===== src/rtl/page_cmp_engine.sv =====
module page_cmp_engine #(
  parameter int DATA_W     = 8,
  parameter int PAGE_BYTES = 8,
  parameter int PAGES      = 8,
  localparam int IDX_W     = $clog2(PAGE_BYTES),
  localparam int PG_W      = $clog2(PAGES),
  localparam int MEM_AW    = PG_W + IDX_W
) (
  input  logic              clk,
  input  logic              rst_n,
  input  logic              cmd_valid,
  input  logic [1:0]        cmd_op,
  input  logic              cmd_buf,
  input  logic [PG_W-1:0]   cmd_page,
  input  logic              buf_wr_en,
  input  logic              buf_wr_sel,
  input  logic [IDX_W-1:0]  buf_wr_idx,
  input  logic [DATA_W-1:0] buf_wr_data,
  input  logic              mem_wr_en,
  input  logic [MEM_AW-1:0] mem_wr_addr,
  input  logic [DATA_W-1:0] mem_wr_data,
  input  logic              buf_rd_sel,
  input  logic [IDX_W-1:0]  buf_rd_idx,
  output logic [DATA_W-1:0] buf_rd_data,
  input  logic [MEM_AW-1:0] mem_rd_addr,
  output logic [DATA_W-1:0] mem_rd_data,
  output logic [7:0]        status_o
);

  localparam int MEM_BYTES = PAGES * PAGE_BYTES;

  typedef enum logic [1:0] {S_IDLE, S_XFER, S_CMP, S_PROG} state_t;

  state_t            state_q;
  logic [1:0]        op_q;
  logic              sel_q;
  logic [PG_W-1:0]   page_q;
  logic [IDX_W-1:0]  idx_q;
  logic              diff_q;
  logic              cmp_q;

  logic [DATA_W-1:0] mem_q [MEM_BYTES];
  logic [DATA_W-1:0] buf_q [2][PAGE_BYTES];

  wire               busy    = (state_q != S_IDLE);
  wire               last    = (idx_q == IDX_W'(PAGE_BYTES - 1));
  wire  [MEM_AW-1:0] cur_adr = {page_q, idx_q};
  wire               neq     = (mem_q[cur_adr] != buf_q[sel_q][idx_q]);
  wire               accept  = !busy && cmd_valid && (cmd_op != 2'b00);

  assign status_o    = {~busy, cmp_q, 6'b0};
  assign buf_rd_data = buf_q[buf_rd_sel][buf_rd_idx];
  assign mem_rd_data = mem_q[mem_rd_addr];

  always_ff @(posedge clk) begin
    if (state_q == S_PROG)
      mem_q[cur_adr] <= buf_q[sel_q][idx_q];
    else if (!busy && mem_wr_en)
      mem_q[mem_wr_addr] <= mem_wr_data;
    if (state_q == S_XFER)
      buf_q[sel_q][idx_q] <= mem_q[cur_adr];
    else if (!busy && buf_wr_en)
      buf_q[buf_wr_sel][buf_wr_idx] <= buf_wr_data;
  end

  always_ff @(posedge clk or negedge rst_n) begin
    if (!rst_n) begin
      state_q <= S_IDLE;
      op_q    <= 2'b00;
      sel_q   <= 1'b0;
      page_q  <= '0;
      idx_q   <= '0;
      diff_q  <= 1'b0;
      cmp_q   <= 1'b0;
    end else begin
      case (state_q)
        S_IDLE: if (accept) begin
          op_q    <= cmd_op;
          sel_q   <= cmd_buf;
          page_q  <= cmd_page;
          idx_q   <= '0;
          diff_q  <= 1'b0;
          state_q <= (cmd_op == 2'b10) ? S_CMP : S_XFER;
        end
        S_XFER: begin
          idx_q <= idx_q + 1'b1;
          if (last) state_q <= (op_q == 2'b11) ? S_PROG : S_IDLE;
        end
        S_CMP: begin
          idx_q  <= idx_q + 1'b1;
          diff_q <= diff_q | neq;
          if (last) begin
            cmp_q   <= diff_q | neq;
            state_q <= S_IDLE;
          end
        end
        S_PROG: begin
          idx_q <= idx_q + 1'b1;
          if (last) state_q <= S_IDLE;
        end
        default: state_q <= S_IDLE;
      endcase
    end
  end

  a_r7_accept_goes_busy: assert property (@(posedge clk) disable iff (!rst_n)
    (!busy && cmd_valid && cmd_op != 2'b00) |=> !status_o[7]);

  a_r7_busy_cmd_dropped: assert property (@(posedge clk) disable iff (!rst_n)
    (busy && cmd_valid) |=> ($stable(page_q) && $stable(sel_q) && $stable(op_q)));

  a_r4_bit6_only_after_compare: assert property (@(posedge clk) disable iff (!rst_n)
    !$stable(status_o[6]) |-> ($past(state_q) == S_CMP));

  a_r8_mem_write_locked: assert property (@(posedge clk) disable iff (!rst_n)
    (busy && mem_wr_en && state_q != S_PROG)
      |=> (mem_q[$past(mem_wr_addr)] == $past(mem_q[mem_wr_addr])));

  a_r6_low_bits_zero: assert property (@(posedge clk) disable iff (!rst_n)
    status_o[5:0] == 6'b0);

endmodule


===== config.mk =====
export PLATFORM = sky130hd
export DESIGN_NAME = page_cmp_engine
export DESIGN_NICKNAME = d
export VERILOG_FILES = /design/src/rtl/page_cmp_engine.sv
export SDC_FILE = /design/constraint.sdc
export NUM_CORES = 1
export LEC_CHECK = 0
export ABC_CLOCK_PERIOD_IN_PS = 4700
export BUFFER_PORTS_ARGS = -buffer_cell sky130_fd_sc_hd__clkbuf_2
export CAP_MARGIN = 25
export CORE_ASPECT_RATIO = 1.75
export CORE_MARGIN = 1
export CORE_UTILIZATION = 40
export DETAILED_ROUTE_END_ITERATION = 16
export PLACE_DENSITY = 0.52
export SYNTH_ARGS = -nofsm -noshare
export SYNTH_HDL_FRONTEND = slang
export SYNTH_SLANG_ARGS = --single-unit

===== constraint.sdc =====
create_clock -name clk -period 4.7 [get_ports clk]
set_input_delay 0 -clock clk [delete_from_list [all_inputs] [get_ports clk]]
set_output_delay 0 -clock clk [all_outputs]
set_load 0.01 [all_outputs]

; Word-level counts from Yosys, hierarchy flattened
; Memories as Yosys holds them, arrays and structs flattened.
; Index checks and enable logic that the tools add are counted.
[op_classes]
addsub = 1
order_cmp = 5
eq_ne = 10
n_mux = 36
n_bitwise = 5
n_reduce_logical = 19
[ops]
columns = cell, n
row1 = $mux 64, 4
row2 = $reduce_or 64->1, 1
row3 = $mux 8, 7
row4 = $bmux 8 s3, 2
row5 = $demux 8 s3, 2
row6 = $ge 4x4->1 const B, 3
row7 = $not 3->4, 3
row8 = $mux 1, 11
row9 = $mux 2, 5
row10 = $eq 2x2->1 const B, 4
row11 = $lt 4x1->1 const B, 2
row12 = $ne 8x8->1, 1
row13 = $reduce_or 8->1, 1
row14 = $logic_and 1x1->1, 6
row15 = $mux 6, 1
row16 = $pmux 2 s3, 1
row17 = $pmux 3 s2, 1
row18 = $reduce_and 2->1, 3
row19 = $reduce_bool 2->1, 3
row20 = $ne 2x2->1 const B, 2
row21 = $add 3x1->3 const B, 1
row22 = $eq 3x3->1 const B, 1
row23 = $mux 3, 1
row24 = $reduce_and 3->1, 1
row25 = 9 further kinds, 9
[totals]
ff_bits = 13
ram_bits = 640
output_inout_bits = 24
wordCells = 85
mem_count = 2
[memory_table]
columns = name, words, width, rd, rd_ports_with_merged_regs, wr, line
row1 = mem_q, 64, 8, 2, 0, 1, 42  ; logic [DATA_W-1:0] mem_q [MEM_BYTES];
row2 = buf_q, 2, 64, 2, 0, 1, 43  ; logic [DATA_W-1:0] buf_q [2][PAGE_BYTES];

; Logic depth before layout (Yosys ltp)
; Gate-level depths: netlist (run 1).
[logic_depth]
word_depth = 8
depth_mapped = 14

; Worst setup path before layout (run 1)
; No wires, ideal clock.
[synth_timing]
path_type = register -> register
startpoint = register sel_q
endpoint = memory mem_q[0][7], data pin
setup_ns = 0.549
arrival_ns = 3.381
setup_slack_ns = 0.770
path_stages_with_launch = 9
n_path_buf = 4
period_less_slack_ns = 3.930
cell_sequence = dfrtp_1 buf_4 buf_2 buf_2 buf_2 mux2i_1 o22ai_1 nor4_1 a21oi_1
[synth_via]
elab_chain_cells = 5
[synth_lines]
columns = item, line
row1 = start: declaration, 36  ; logic sel_q;
row2 = start signal: assignment, 79  ; sel_q <= cmd_buf;
row3 = $mem_v2 2x64, n/a
row4 = $bmux 8 s3, 57  ; mem_q[cur_adr] <= buf_q[sel_q][idx_q];
row5 = $mux 8 (implied by the code) (2 in series), 57
row6 = $mux 8 (no line), n/a
row7 = end: declaration, 42
; Every way passes these cells. The select of a mux whose other input is x is not followed.

; Worst setup path after layout (run 1)
[layout_timing]
startpoint = register idx_q[1]
endpoint = register cmp_q
[layout_via]
elab_chain_cells = 6
[layout_lines]
columns = item, line
row1 = start: declaration, 38  ; logic [IDX_W-1:0] idx_q;
row2 = start signal: assignment, 86  ; idx_q <= idx_q + 1'b1;
row3 = start signal: assignment, 90  ; idx_q <= idx_q + 1'b1;
row4 = start signal: assignment, 98  ; idx_q <= idx_q + 1'b1;
row5 = branches (longest 6 deep; another with $mem_v2 64x8), n/a
row6 = end signal: assignment, 93  ; cmp_q <= diff_q | neq;
row7 = end: declaration, 40  ; logic cmp_q;
; Parallel ways; which one is timed is not known. The select of a mux whose other input is x is not followed.
; A chain may end at the register's enable or synchronous reset.

==> qor.yml, run 1 <==
power_and_ir_drop:
  power.density_mw_per_mm2: 693
  sw_frac_of_total_pct: 40.1
  comb_power_share_pct: 41.5
  clkPwrFrac_pct: 20.5
  p_total_uw: 24900
  p_sw_uw: 9980
  p_int_uw: 14900
  pwr-share-seq_pct: 37.9
  power_leakage_uw: 0.0117
  ir_drop_v: 0.000633
floorplan:
  core_area_sq_mm: 0.0775
  initial_core_util_pct: 40.5
  rows: 135
  die_h_microns: 373
  ioPinCount: 71
  die-area_sq_mm: 0.0797
  fp.dieW_microns: 214
clocking:
  clk_pin_slew_ns: 0.07
  tritoncts: "yes"
  cts_root_buf: "clkbuf_16"
  htree_levels: 2
  cts_num_sinks: 653
  cts_buffers: 60
  clock_latency_ns: 0.66
  clockBufferDepth: 3
layout:
  multiInputGateArea_sq_mm: 0.0111
  nets: 2054
  filler_cell_count: 6615
  design_area_sq_mm: 0.0360
  fin_cells: 3081
  regArea_sq_mm: 0.0196
  drive_gt1_share_pct: 32.8
  area_growth_pct: 14.6
sta:
  fmax_ghz: 0.221
  whs_ns: 0.0555
  min_period_over_period_pct: 96.1
  hold_viol: 0
  worst_slew_pin_slew_ns: 1.14
  finalSetupViolations: 0
  slew-limit-headroom_pct: 23.8
  tns_ns: 0
  drv_slew: 0
  rsz0062_at_grt: "no"
  skew_ns: 0.0207
  fin_crit_ns: 4.52
worst_hold_path:
  hp-class: "input port to register"
detailed_routing:
  drt_iter0_drc: 2421
  vias: 20100
  first_pass_iters: 8
  wl_per_cell_microns: 38.9
  antenna_left: 0
  drc_errors: 0
  via_per_inst: 6.54
  drt_wl_total_mm: 120
placed_design:
  portBuffers: 64
  placed_cell_area_sq_mm: 0.0338
  gp_congestion: 1.02
  place_hpwl_mm: 85.5
  dp_cells: 2950
synthesis:
  synth_warnings: 0
  yosysSeqAreaShare_pct: 62.3
  ys_top_cells_by_count: "edfxtp_1 (640), mux4_2 (249), nor2_1 (116)"
  synth_top_cell_by_area: "edfxtp_1"
  synth_edf_count: 640
  synth_top_area_share_pct: 61.2
  synth_cells: 1829
  synth.most_common_cell: "edfxtp_1"
  postSynthAreaPerCell_sq_um: 17.2
  ys_async_sr_fraction_pct: 1.99
  yosys_most_used_dff: "edfxtp_1"
  synth.distinct_cells: 77
  yosys_register_bits: 653
  syn_area_sq_mm: 0.0314
  synth_area_leaders: "edfxtp_1 (61%), mux4_2 (18%), mux2i_1 (2.9%)"
grt:
  grt_pass1_wl_mm: 165
  grt_pass1_vias: 20600
  grt_antenna_before_repair: 11
  grt_overflow_total: 0
  track_usage_pct: 30.5
  grt_max_degree: 76
worst_setup_path:
  r2r_setup_slack_ns: 0.18
  worstPathMaxFanout: 59
  critPathLaunchType: "register"
  crit_type: "register to register"
  cp.required_ns: 5.24
  end_kind: "register"
  cp.arrival_ns: 5.06
outcome:
  status: "finished clean"
run:
  maxCapViolCount: 0
==> flip-flops by register name, indices dropped and copies added (netlist names) <==
signal / count
mem_q: 512
buf_q: 128
idx_q: 3
page_q: 3
op_q: 2
state_q: 2
cmp_q: 1
diff_q: 1
sel_q: 1
==> logic make-up after synthesis <==
group | after synthesis | share of synthesized area [%]
adder cells (fa/ha/maj) | 2 | 0.0797
XOR/XNOR | 8 | 0.223
flip-flops | 653 | 62.3
AO/OA/AOI/OAI | 324 | 7.57
multiplexers | 408 | 23.2
other | 1 | 0.0119
buffers and inverters | 155 | 2.64
AND/OR/NAND/NOR | 278 | 3.99
==> cells in the final DEF (no fill, tap or decap), types with 14 or more instances in the layout <==
cell	Yosys	layout
clkbuf_16	0	61
edfxtp_1	640	640
mux2i_1	91	91
a221oi_1	51	51
o21ai_0	52	52
a221o_1	14	14
o22ai_1	30	30
a21oi_1	33	27
dlygate4sd3_1	0	19
mux4_2	249	249
mux2_2	62	62
buf_4	27	159
nor2_1	116	114
a31oi_1	19	19
a22oi_1	31	31
clkbuf_2	0	62
nand2_1	79	78
==> routing by layer <==
metal | track usage (%) | part of all wire, % | vias up
met5 | 0 | 0.081 | -
met4 | 22.3 | 8.7 | 16
met3 | 5.07 | 7.0 | 354
met2 | 52.1 | 51 | 1139
met1 | 33.8 | 33 | 10600
li1 | - | - | 8052
==> worst max-delay path, stage by stage (launching register included) <==
cell and delay (ns):
dfrtp_4 0.85, buf_12 0.42, mux4_2 0.32, nand2_1 0.17, a31oi_1 0.81, o21ai_0 0.41
a22oi_1 0.63, xor2_1 0.20, nand4_1 0.13, nor3_2 0.23, o21ai_1 0.09
==> final cells by class <==
class	instances	share of cell area, %
clock buffer	75	4.47
timing repair buffer	255	5.45
inverter	9	0.0939
tap	1027	3.57
clock inverter	33	1.09
sequential	653	54.4
antenna	3	0.0209
multi-input combinational	1026	30.9
==> repair_timing <==
action / 4_1_cts / 5_1_grt
resized for setup: 0 / 0
hold endpoints to repair: 124 / 0
setup buffers: 0 / 0
hold buffers: 19 / 0
==> stage by stage <==
step | worst slack (ns) | util [%]
2_1_floorplan | 0.770 | -
3_3_place_gp | 0.620 | 43.5
3_5_place_dp | 0.635 | 43.5
4_1_cts | 0.600 | 46.4
5_1_grt | 0.174 | 46.4
6_report | 0.182 | 46.4
==> power by group through the flow <==
stage / combinational, uW / sequential [uW] / clock, uW
after global routing: 10600 / 9490 / 5350
after floorplan: 5470 / 9340 / 0
after CTS: 10100 / 9440 / 5170
final: 10300 / 9450 / 5110
after detailed placement: 10000 / 9570 / 0
after global placement: 9900 / 9550 / 0
==> path summary, 6_finish.rpt <==
kind / start / to / cells past startpoint
worst max register to register: idx_q[1] / cmp_q / 10
worst min-delay path: mem_wr_addr[3] / mem_q[1][3] / 4
min in group asynchronous: rst_n / idx_q[1] / 3
worst min register to register: cmp_q / cmp_q / 2
max in group asynchronous: rst_n / idx_q[0] / 3
worst max-delay path: idx_q[1] / cmp_q / 10
No activity file was read; power rests on OpenSTA's default activity.
==> run 2, diff against run 1 <==
==> constraint.sdc (replaced) <==
create_clock -name clk -period 4.7 [get_ports clk]
set_input_delay 0.47 -clock clk [delete_from_list [all_inputs] [get_ports clk]]
set_output_delay 0.47 -clock clk [all_outputs]
set_load 0.01 [all_outputs]
==> qor.yml, run 2 (synthesis gave the netlist of run 1 again) <==
outcome:
  status: "finished clean"
worst_setup_path:
  cp.arrival_ns: 4.38  # -0.68 ns
  crit_type: "register to register"
  slowest_stage: "dfrtp_4"
  critPathLaunchType: "register"
  worstPathMaxFanout: 38  # -36%
  crit_path_frequent_cell: "buf_4"
  cp_cell_sequence: "and2_1 -> buf_4 -> nand2_1 -> o22ai_1 -> a211o_1 -> a21oi_1 -> a21oi_4 -> buf_4"
  r2r_setup_slack_ns: 0.76  # +0.58 ns
  cp.required_ns: 5.15  # -0.09 ns
  end_kind: "register"
  max_stage_delay_ns: 0.77  # -0.08 ns
layout:
  filler_cell_count: 6658  # +0.65%
  largest_reg_flops: 512  # unchanged
  final_common_cell: "edfxtp_1"
  regArea_sq_mm: 0.0196  # unchanged
  drive_gt1_share_pct: 33.4  # +0.59 points
  utilization_pct: 46.5  # +0.052 points
  regMostFlops: "mem_q"
  nets: 2050  # -0.19%
  area_growth_pct: 14.7
  largestRegisters: "mem_q x512, buf_q x128"
  multiInputGateArea_sq_mm: 0.0111  # unchanged
  final_cell_mix: "edfxtp_1 (640), mux4_2 (249), buf_4 (164)"
detailed_routing:
  via_per_inst: 6.49  # -0.78%
  antenna_left: 0  # unchanged
  vias: 20000  # -0.66%
  drt_iter0_drc: 2378  # -1.8%
  wl_per_cell_microns: 38.1  # -2.0%
  drc_errors: 0  # unchanged
  first_pass_iters: 7  # -1
  drt_wl_total_mm: 118  # -1.9%
power_and_ir_drop:
  power.density_mw_per_mm2: 690  # -0.32%
  power_leakage_uw: 0.0117  # +0.38%
  ir_drop_v: 0.000472  # -25%
placed_design:
  place_hpwl_mm: 84.1  # -1.6%
  portBuffers: 64  # unchanged
  gp_congestion: 0.975  # -4.2%
floorplan:
  rows: 135  # unchanged
  core_area_sq_mm: 0.0775  # unchanged
  ioPinCount: 71  # unchanged
  fp.dieW_microns: 214  # unchanged
  die-area_sq_mm: 0.0797  # unchanged
  die_h_microns: 373  # unchanged
  initial_core_util_pct: 40.5  # unchanged
sta:
  drv_slew: 0  # unchanged
  hold_viol: 0  # unchanged
  worst_slew_pin_slew_ns: 1.06  # -0.0881 ns
  min_period_over_period_pct: 83.8  # -12 points
  skew_ns: 0.0275  # +0.00683 ns
  tns_ns: 0  # unchanged
  slew-limit-headroom_pct: 29.4  # +5.6 points
  fmax_ghz: 0.254  # +15%
  fin_crit_ns: 3.94  # -0.580 ns
  finalSetupViolations: 0  # unchanged
  rsz0062_at_grt: "no"
  whs_ns: 0.0371  # -0.0184 ns
clocking:
  clock_latency_ns: 0.66  # about the same
  htree_levels: 2  # unchanged
  cts_buffers: 60  # unchanged
  post_cts_resized: 0  # unchanged
  clockBufferDepth: 3  # unchanged
  cts_hold_buf: 1  # -18
  tritoncts: "yes"
  postCtsSetupBuffers: 0  # unchanged
  clk_pin_slew_ns: 0.07  # about the same
  cts_num_sinks: 653  # unchanged
  cts_root_buf: "clkbuf_16"
grt:
  grt_antenna_before_repair: 6  # -5
  grt_pass1_vias: 20600  # +0.42%
  track_usage_pct: 30.0  # -0.46 points
  grt_pass1_wl_mm: 163  # -1.3%
  grt_max_degree: 65  # -14%
  grt_overflow_total: 0  # unchanged
worst_hold_path:
  hp-class: "input port to register"
run:
  maxCapViolCount: 0  # unchanged
==> run 2: cell count changes in the layout (fill, tap and decap cells not counted), moves of 2 or more <==
cell           delta
clkbuf_1          +2
diode_2           +4
buf_6             +2
clkinvlp_4        -3
dlygate4sd3_1    -18
buf_4             +5
clkinv_1          +4
buf_12            +6
inv_6             +2
==> run 2: critical path, delay by kind of cell (launching register included) <==
| family | cells | cell delay, ns |
|---|---|---|
| AO/OA/AOI/OAI | 4 | 1.22 |
| flip-flops | 1 | 0.77 |
| buffers and inverters | 2 | 0.69 |
| AND/OR/NAND/NOR | 2 | 0.96 |
==> run 2: path summary, 6_finish.rpt <==
check,from,endpoint,cells past startpoint
min,cmd_buf,sel_q,2
max,idx_q[0],mem_q[13][4],8
min reg2reg,cmp_q,cmp_q,2
max reg2reg,idx_q[0],mem_q[13][4],8
min in group asynchronous,rst_n,op_q[0],2
max in group asynchronous,rst_n,idx_q[0],2
==> run 2: area by class of cell <==
class,count,area share [%]
timing repair buffer,251,5.52
tap,1027,3.57
antenna,7,0.0486
clock inverter,33,0.969
sequential,653,54.3
multi-input combinational,1026,30.9
clock buffer,79,4.60
inverter,9,0.0938
==> run 2: per-stage QoR <==
step / power [uW] / instance area [sq um] / setup slack [ns] / cells
CTS: 24800 / 36000 / 0.922 / 3078
floorplan: 14800 / 31400 / 0.770 / 1834
detailed placement: 19700 / 34000 / 0.922 / 2965
finish: 24900 / 36000 / 0.762 / 3085
global placement: 19600 / 33900 / 0.890 / 2957
global route: 25500 / 36000 / 0.754 / 3078
==> run 2: metal layers <==
metal / track usage, % / vias up / wire [microns]
met3: 4.31 / 369 / 7630
met4: 22.8 / 6 / 10500
li1: - / 8051 / -
met5: 0 / - / 43
met1: 33.0 / 10500 / 38600
met2: 51.7 / 1128 / 60800
==> run 2: power breakdown <==
group | total [uW] | switching, uW | internal [uW]
Sequential | 9450 | 481 | 8970
Combinational | 10300 | 7160 | 3160
Clock | 5090 | 2230 | 2860
Total | 24900 | 9870 | 15000
